[config.mk]
export PLATFORM = sky130hd
export DESIGN_NAME = bitacc_top
export DESIGN_NICKNAME = d
export VERILOG_FILES = /design/src/rtl/bitacc_pkg.sv /design/src/rtl/bitacc_mask.sv /design/src/rtl/bitacc_place.sv /design/src/rtl/bitacc_top.sv
export SDC_FILE = /design/constraint.sdc
export NUM_CORES = 2
export LEC_CHECK = 0
export CORE_AREA = 2 2 428 430
export DETAILED_ROUTE_END_ITERATION = 7
export DIE_AREA = 0 0 430 432
export PLACE_DENSITY = 0.6
export REMOVE_ABC_BUFFERS = 1
export SLEW_MARGIN = 10
export SYNTH_ARGS = -nofsm -noshare
export SYNTH_HDL_FRONTEND = slang
export SYNTH_SLANG_ARGS = --single-unit
[constraint.sdc]
create_clock -name clk -period 7.73 [get_ports clk]
set_input_delay 1.1595 -clock clk [delete_from_list [all_inputs] [get_ports clk]]
set_output_delay 1.1595 -clock clk [all_outputs]
set_load 0.05 [all_outputs]
[src/rtl/bitacc_pkg.sv]
package bitacc_pkg;

    localparam int unsigned DEF_BLK_W  = 1024;
    localparam int unsigned DEF_FRAG_W = 64;

    typedef enum logic [1:0] {
        ST_CLEAR = 2'd0,
        ST_FILL  = 2'd1,
        ST_HOLD  = 2'd2
    } acc_state_e;

    // Bookkeeping carried alongside a presented block.
    typedef struct packed {
        logic last;       // presented block closes the message
        logic owe_tail;   // a remainder block must follow this one
    } blk_flags_t;

endpackage

[src/rtl/bitacc_mask.sv]
module bitacc_mask #(
    parameter int unsigned FRAG_W = 64,
    parameter int unsigned LEN_W  = $clog2(FRAG_W + 1)
) (
    input  logic [FRAG_W-1:0] data_i,
    input  logic [LEN_W-1:0]  len_i,
    output logic [FRAG_W-1:0] frag_o,
    output logic [LEN_W-1:0]  eff_len_o
);
    localparam logic [LEN_W-1:0] LEN_MAX = LEN_W'(FRAG_W);

    genvar gi;
    generate
        for (gi = 0; gi < FRAG_W; gi++) begin : g_bit
            assign frag_o[gi] = data_i[gi] & (len_i > LEN_W'(gi));
        end
    endgenerate

    assign eff_len_o = (len_i > LEN_MAX) ? LEN_MAX : len_i;
endmodule

[src/rtl/bitacc_place.sv]
module bitacc_place #(
    parameter int unsigned BLK_W  = 1024,
    parameter int unsigned FRAG_W = 64,
    parameter int unsigned POS_W  = $clog2(BLK_W + 1)
) (
    input  logic [BLK_W-1:0]  blk_i,
    input  logic [FRAG_W-1:0] frag_i,
    input  logic [POS_W-1:0]  pos_i,
    output logic [BLK_W-1:0]  blk_o,
    output logic [FRAG_W-1:0] spill_o
);
    localparam int unsigned OFF_W = $clog2(FRAG_W);
    localparam logic [POS_W-1:0] TAIL_BASE = POS_W'(BLK_W - FRAG_W);

    logic [BLK_W-1:0]    frag_ext;
    logic [POS_W-1:0]    rel_pos;
    logic [OFF_W-1:0]    off;
    logic [2*FRAG_W-1:0] wide;

    // Place the fragment at the fill offset; bits past the top fall off.
    assign frag_ext = BLK_W'(frag_i);
    assign blk_o    = blk_i | (frag_ext << pos_i);

    // Overflow can occur only when the offset lies in the top FRAG_W bits,
    // so a narrow 2*FRAG_W shifter recovers the bits that fell off.
    assign rel_pos = pos_i - TAIL_BASE;
    assign off     = rel_pos[OFF_W-1:0];
    assign wide    = {{FRAG_W{1'b0}}, frag_i} << off;
    assign spill_o = wide[2*FRAG_W-1:FRAG_W];
endmodule

[src/rtl/bitacc_top.sv]
module bitacc_top
    import bitacc_pkg::*;
#(
    parameter int unsigned BLK_W  = DEF_BLK_W,
    parameter int unsigned FRAG_W = DEF_FRAG_W,
    parameter int unsigned LEN_W  = $clog2(FRAG_W + 1),
    parameter int unsigned POS_W  = $clog2(BLK_W + 1)
) (
    input  logic              clk,
    input  logic              rst,
    input  logic              in_valid,
    output logic              in_ready,
    input  logic [FRAG_W-1:0] in_data,
    input  logic [LEN_W-1:0]  in_len,
    input  logic              in_last,
    output logic              out_valid,
    input  logic              out_ready,
    output logic [BLK_W-1:0]  out_block,
    output logic [POS_W-1:0]  out_count,
    output logic              out_last
);
    localparam logic [POS_W:0] BLK_SUM = (POS_W+1)'(BLK_W);

    acc_state_e          state_q;
    logic [BLK_W-1:0]    blk_q;
    logic [POS_W-1:0]    pos_q;
    logic [FRAG_W-1:0]   spill_q;
    logic [LEN_W-1:0]    spill_len_q;
    logic [POS_W-1:0]    cnt_q;
    blk_flags_t          flags_q;

    logic [FRAG_W-1:0]   frag;
    logic [LEN_W-1:0]    eff_len;
    logic [BLK_W-1:0]    merged;
    logic [FRAG_W-1:0]   spill;
    logic [POS_W:0]      sum;
    logic [POS_W:0]      over;
    logic                full;

    bitacc_mask #(.FRAG_W(FRAG_W), .LEN_W(LEN_W)) u_mask (
        .data_i    (in_data),
        .len_i     (in_len),
        .frag_o    (frag),
        .eff_len_o (eff_len)
    );

    bitacc_place #(.BLK_W(BLK_W), .FRAG_W(FRAG_W), .POS_W(POS_W)) u_place (
        .blk_i   (blk_q),
        .frag_i  (frag),
        .pos_i   (pos_q),
        .blk_o   (merged),
        .spill_o (spill)
    );

    assign sum  = {1'b0, pos_q} + (POS_W+1)'(eff_len);
    assign full = (sum >= BLK_SUM);
    assign over = sum - BLK_SUM;

    always_ff @(posedge clk) begin
        if (rst) begin
            state_q     <= ST_CLEAR;
            blk_q       <= '0;
            pos_q       <= '0;
            spill_q     <= '0;
            spill_len_q <= '0;
            cnt_q       <= '0;
            flags_q     <= '0;
        end else begin
            case (state_q)
                ST_CLEAR: begin
                    blk_q   <= '0;
                    pos_q   <= '0;
                    state_q <= ST_FILL;
                end
                ST_FILL: begin
                    if (in_valid) begin
                        blk_q <= merged;
                        if (full) begin
                            state_q          <= ST_HOLD;
                            cnt_q            <= POS_W'(BLK_W);
                            spill_q          <= spill;
                            spill_len_q      <= LEN_W'(over);
                            flags_q.last     <= in_last && (over == '0);
                            flags_q.owe_tail <= in_last && (over != '0);
                        end else if (in_last) begin
                            state_q          <= ST_HOLD;
                            cnt_q            <= sum[POS_W-1:0];
                            spill_q          <= '0;
                            spill_len_q      <= '0;
                            flags_q.last     <= 1'b1;
                            flags_q.owe_tail <= 1'b0;
                        end else begin
                            pos_q <= sum[POS_W-1:0];
                        end
                    end
                end
                ST_HOLD: begin
                    if (out_ready) begin
                        blk_q       <= BLK_W'(spill_q);
                        pos_q       <= POS_W'(spill_len_q);
                        spill_q     <= '0;
                        spill_len_q <= '0;
                        if (flags_q.owe_tail) begin
                            cnt_q            <= POS_W'(spill_len_q);
                            flags_q.last     <= 1'b1;
                            flags_q.owe_tail <= 1'b0;
                        end else begin
                            state_q <= ST_FILL;
                        end
                    end
                end
                default: state_q <= ST_CLEAR;
            endcase
        end
    end

    assign in_ready  = (state_q == ST_FILL);
    assign out_valid = (state_q == ST_HOLD);
    assign out_block = blk_q;
    assign out_count = cnt_q;
    assign out_last  = flags_q.last;
endmodule

==> metrics.cfg <==
[finish]
area.growth.synth_to_final_pct=37.3
layout-drive-gt1-share_pct=11.6
finish.net_count=7429
layout.cells.non_filler=9837

[drt]
dr_total_vias=66500
post_drt_wl_per_cell_um=43.8
average_via_count_per_standard_cell=6.76
drt_iter0_markers=11700
drt_drc_violations_left=0
ant_nets=0
routed_wl_mm=431
drt-pass1-iter-count=8

[synthesis]
synthXorXnorAreaFrac_pct=0.0832
ys.warnings.count=0
synth.mux.area_fraction_pct=2.12
postSynth.topFlopCell=sky130_fd_sc_hd__dfxtp_1
synthesis.area_per_instance_um2=8.37
synth_compound_area_share_pct=33.8
synth_top_area_cell=sky130_fd_sc_hd__dfxtp_1
synth_top_cell_area_share_pct=42.6
syn-cell-area_um2=52700
synth_cell_types=109
post_synth_inst_count=6291
synth-simple-area-share_pct=16.1
synth_top_cells_by_area=sky130_fd_sc_hd__dfxtp_1, sky130_fd_sc_hd__nand2_1, sky130_fd_sc_hd__o221ai_1
adder_and_majority_gate_portion_of_the_synthesized_area_pct=0.299
postSynth.asyncResetShare_pct=0
synth_register_bits=1120
synth-seq-area-share_pct=42.6
synth_enable_flop_cells=0
synth_top_family_by_area=compound AO/OA/AOI/OAI gates

[sta]
finalCritPeriodShare_pct=79.7
rsz0062_at_grt=false
max_slew.worst_pin.slew_ns=1.36
count_of_final_max_slew_check_failures=0
final.min_clock_period_ns=6.16
fmaxAchievable_mhz=162
timing.clock.skew_ns=0.0679
setup_viol=0
slew_headroom_pct=9.08
fin_setup_tns_ns=0
hold_viol=0

[floorplanning]
design.die.area_um2=186000
initial_utilization_pct=29.0
std_cell_rows=157
die-height_um=432
die_x_um=430
top_level_ports=1114
coreArea_um2=182000

[placement]
place.detailed.hpwl_mm=323
gp_congestion=1.09
dp_cells=9603
buffer_ports.inserted=1113

[setup_path]
crit_path_start_kind=input port
type_of_the_setup_path_with_the_least_slack=input port to flop
crit_path_end_kind=flop
critical_path_required_ns=8.45
timing.critical_path.arrival_ns=6.87
crit_fanout=25

[pwr]
cellLeakagePower_nw=23.5
powerDensity_nw_per_um2=234
max-vdd-ir-drop_uv=253

[flow_run]
max_cap_violations=0

[cts]
hold_buffers=0
root_buffer=sky130_fd_sc_hd__clkbuf_16
clock_tree.buffer_depth=3
insertion_delay_of_the_later_clocked_pin_in_the_worst_skew_pair_ns=0.83
tritoncts_num_sinks=1120
clkSlewWorstSetupHoldPaths_ns=0.06
cts.repair_timing.setup_buffer_count=0
postCtsResizedCells=0
tritoncts_clock_tree=yes
cts_htree_levels=3
cts_made_buffers=121

[grt]
grt_pass1_wl_mm=563
number_of_global_route_vias_before_repair=60700
grt_antenna_before_repair=40
globalRouteOverflowTotal=0
groute.usage.overall_pct=44.1
grt_start_max_net_pins=180

[outcome]
result_of_the_run=finished, final reports clean

[worst_hold_path]
hold_path_class=flop to flop

power by group:
group / switching, mW / internal, mW
Sequential: 0.0549 / 5.81
Clock: 2.73 / 3.57
Combinational: 3.86 / 0.866
cells by family (layout without fill, tap and decap cells):
group	after synthesis	in the layout
other	0	14
multiplexers	91	91
adder cells (fa/ha/maj)	12	12
flip-flops	1120	1120
AND/OR/NAND/NOR	1933	1933
buffers and inverters	643	1790
AO/OA/AOI/OAI	2487	2487
XOR/XNOR	5	5
stage by stage:
step | hold WS [ns] | utilization [%] | setup WS, ns | total power, mW | cell area, um^2
after CTS | 0.444 | 39.8 | 1.89 | 16.6 | 72300
after global routing | 0.465 | 39.8 | 1.57 | 17.0 | 72300
after global placement | 0.430 | 37.4 | 0.903 | 10.4 | 68000
after detailed placement | 0.435 | 37.4 | 1.06 | 10.4 | 68000
after floorplan | 0.425 | - | -22.38 | 7.77 | 50200
final | 0.447 | 39.8 | 1.57 | 16.9 | 72300
state kept, by name, summed over array words and instances (netlist names):
signal       cells
flags_q          1
spill_q         63
spill_len_q      7
pos_q           11
out_count       11
state_q          2
out_block     1024
out_last         1
path summary, 6_finish.rpt:
path | from | endpoint | slack [ns] | cells after the start
max | in_len[2] | out_block[491]$_SDFFE_PP0P_ | 1.57 | 14
min | out_block[409]$_SDFFE_PP0P_ | out_block[409]$_SDFFE_PP0P_ | 0.45 | 2
max reg2reg | pos_q[0]$_SDFFE_PP0P_ | out_block[264]$_SDFFE_PP0P_ | 2.13 | 10
min reg2reg | out_block[409]$_SDFFE_PP0P_ | out_block[409]$_SDFFE_PP0P_ | 0.45 | 2
metal layers:
| layer | global-route usage, % | part of all wire [%] | up-vias |
|---|---|---|---|
| met5 | 0 | 0.026 | - |
| met4 | 35.3 | 10 | 18 |
| met3 | 16.9 | 13 | 1422 |
| met2 | 63.6 | 41 | 5782 |
| met1 | 52.1 | 36 | 33000 |
| li1 | - | - | 26300 |
cells in the final DEF (no fill, tap or decap), drive strengths merged, types with 69 or more instances in the layout:
cell           Yosys  layout
o221ai           371     371
a22oi            313     313
o211ai            84      84
nand3            160     160
nand2            959     959
dfxtp           1120    1120
nor3             139     139
nor2             406     406
a32oi             70      70
clkbuf           461     166
o22ai            194     194
o21ai            452     452
buf              145     424
a21oi            376     376
clkdlybuf4s50      0    1109
a221oi            69      69
a211oi           114     114
synthesized netlist by cell type, drive strengths merged, types with 22 or more instances:
cell / number
nand4: 51
a211oi: 114
clkbuf: 461
buf: 145
nand3: 160
o31ai: 34
a31oi: 48
a32oi: 70
a221oi: 69
nor2b: 23
inv: 35
a22o: 43
a22oi: 313
o22ai: 194
nand2: 959
a21oi: 376
nor3: 139
nand2b: 32
a2111oi: 30
a21o: 22
nor2: 406
and2: 27
mux2i: 60
o21ai: 452
dfxtp: 1120
o221ai: 371
nor4: 44
o211ai: 84
a311oi: 32
a222oi: 45
worst max-delay path, stage by stage:
cell	delay, ns
sky130_fd_sc_hd__clkdlybuf4s50_1	1.20
sky130_fd_sc_hd__buf_4	0.46
sky130_fd_sc_hd__nor4b_1	0.09
sky130_fd_sc_hd__buf_4	0.19
sky130_fd_sc_hd__a221oi_1	0.98
sky130_fd_sc_hd__a211oi_1	0.19
sky130_fd_sc_hd__buf_4	0.21
sky130_fd_sc_hd__nor2_1	0.45
sky130_fd_sc_hd__a22oi_1	0.21
sky130_fd_sc_hd__buf_4	0.20
sky130_fd_sc_hd__o22ai_1	0.82
sky130_fd_sc_hd__a21oi_1	0.24
sky130_fd_sc_hd__buf_4	0.25
sky130_fd_sc_hd__o221ai_1	0.19
cell type report:
| cell class | count | area, um^2 |
|---|---|---|
| Tap cell | 2385 | 2980 |
| Clock buffer | 166 | 3460 |
| Clock inverter | 54 | 772 |
| Multi-Input combinational cell | 4528 | 28000 |
| Antenna cell | 14 | 35.0 |
| Inverter | 37 | 140 |
| Sequential cell | 1120 | 22400 |
| Timing Repair Buffer | 1533 | 14400 |
| Fill cell | 18400 | 109000 |
(Power assumes the default switching activity.)
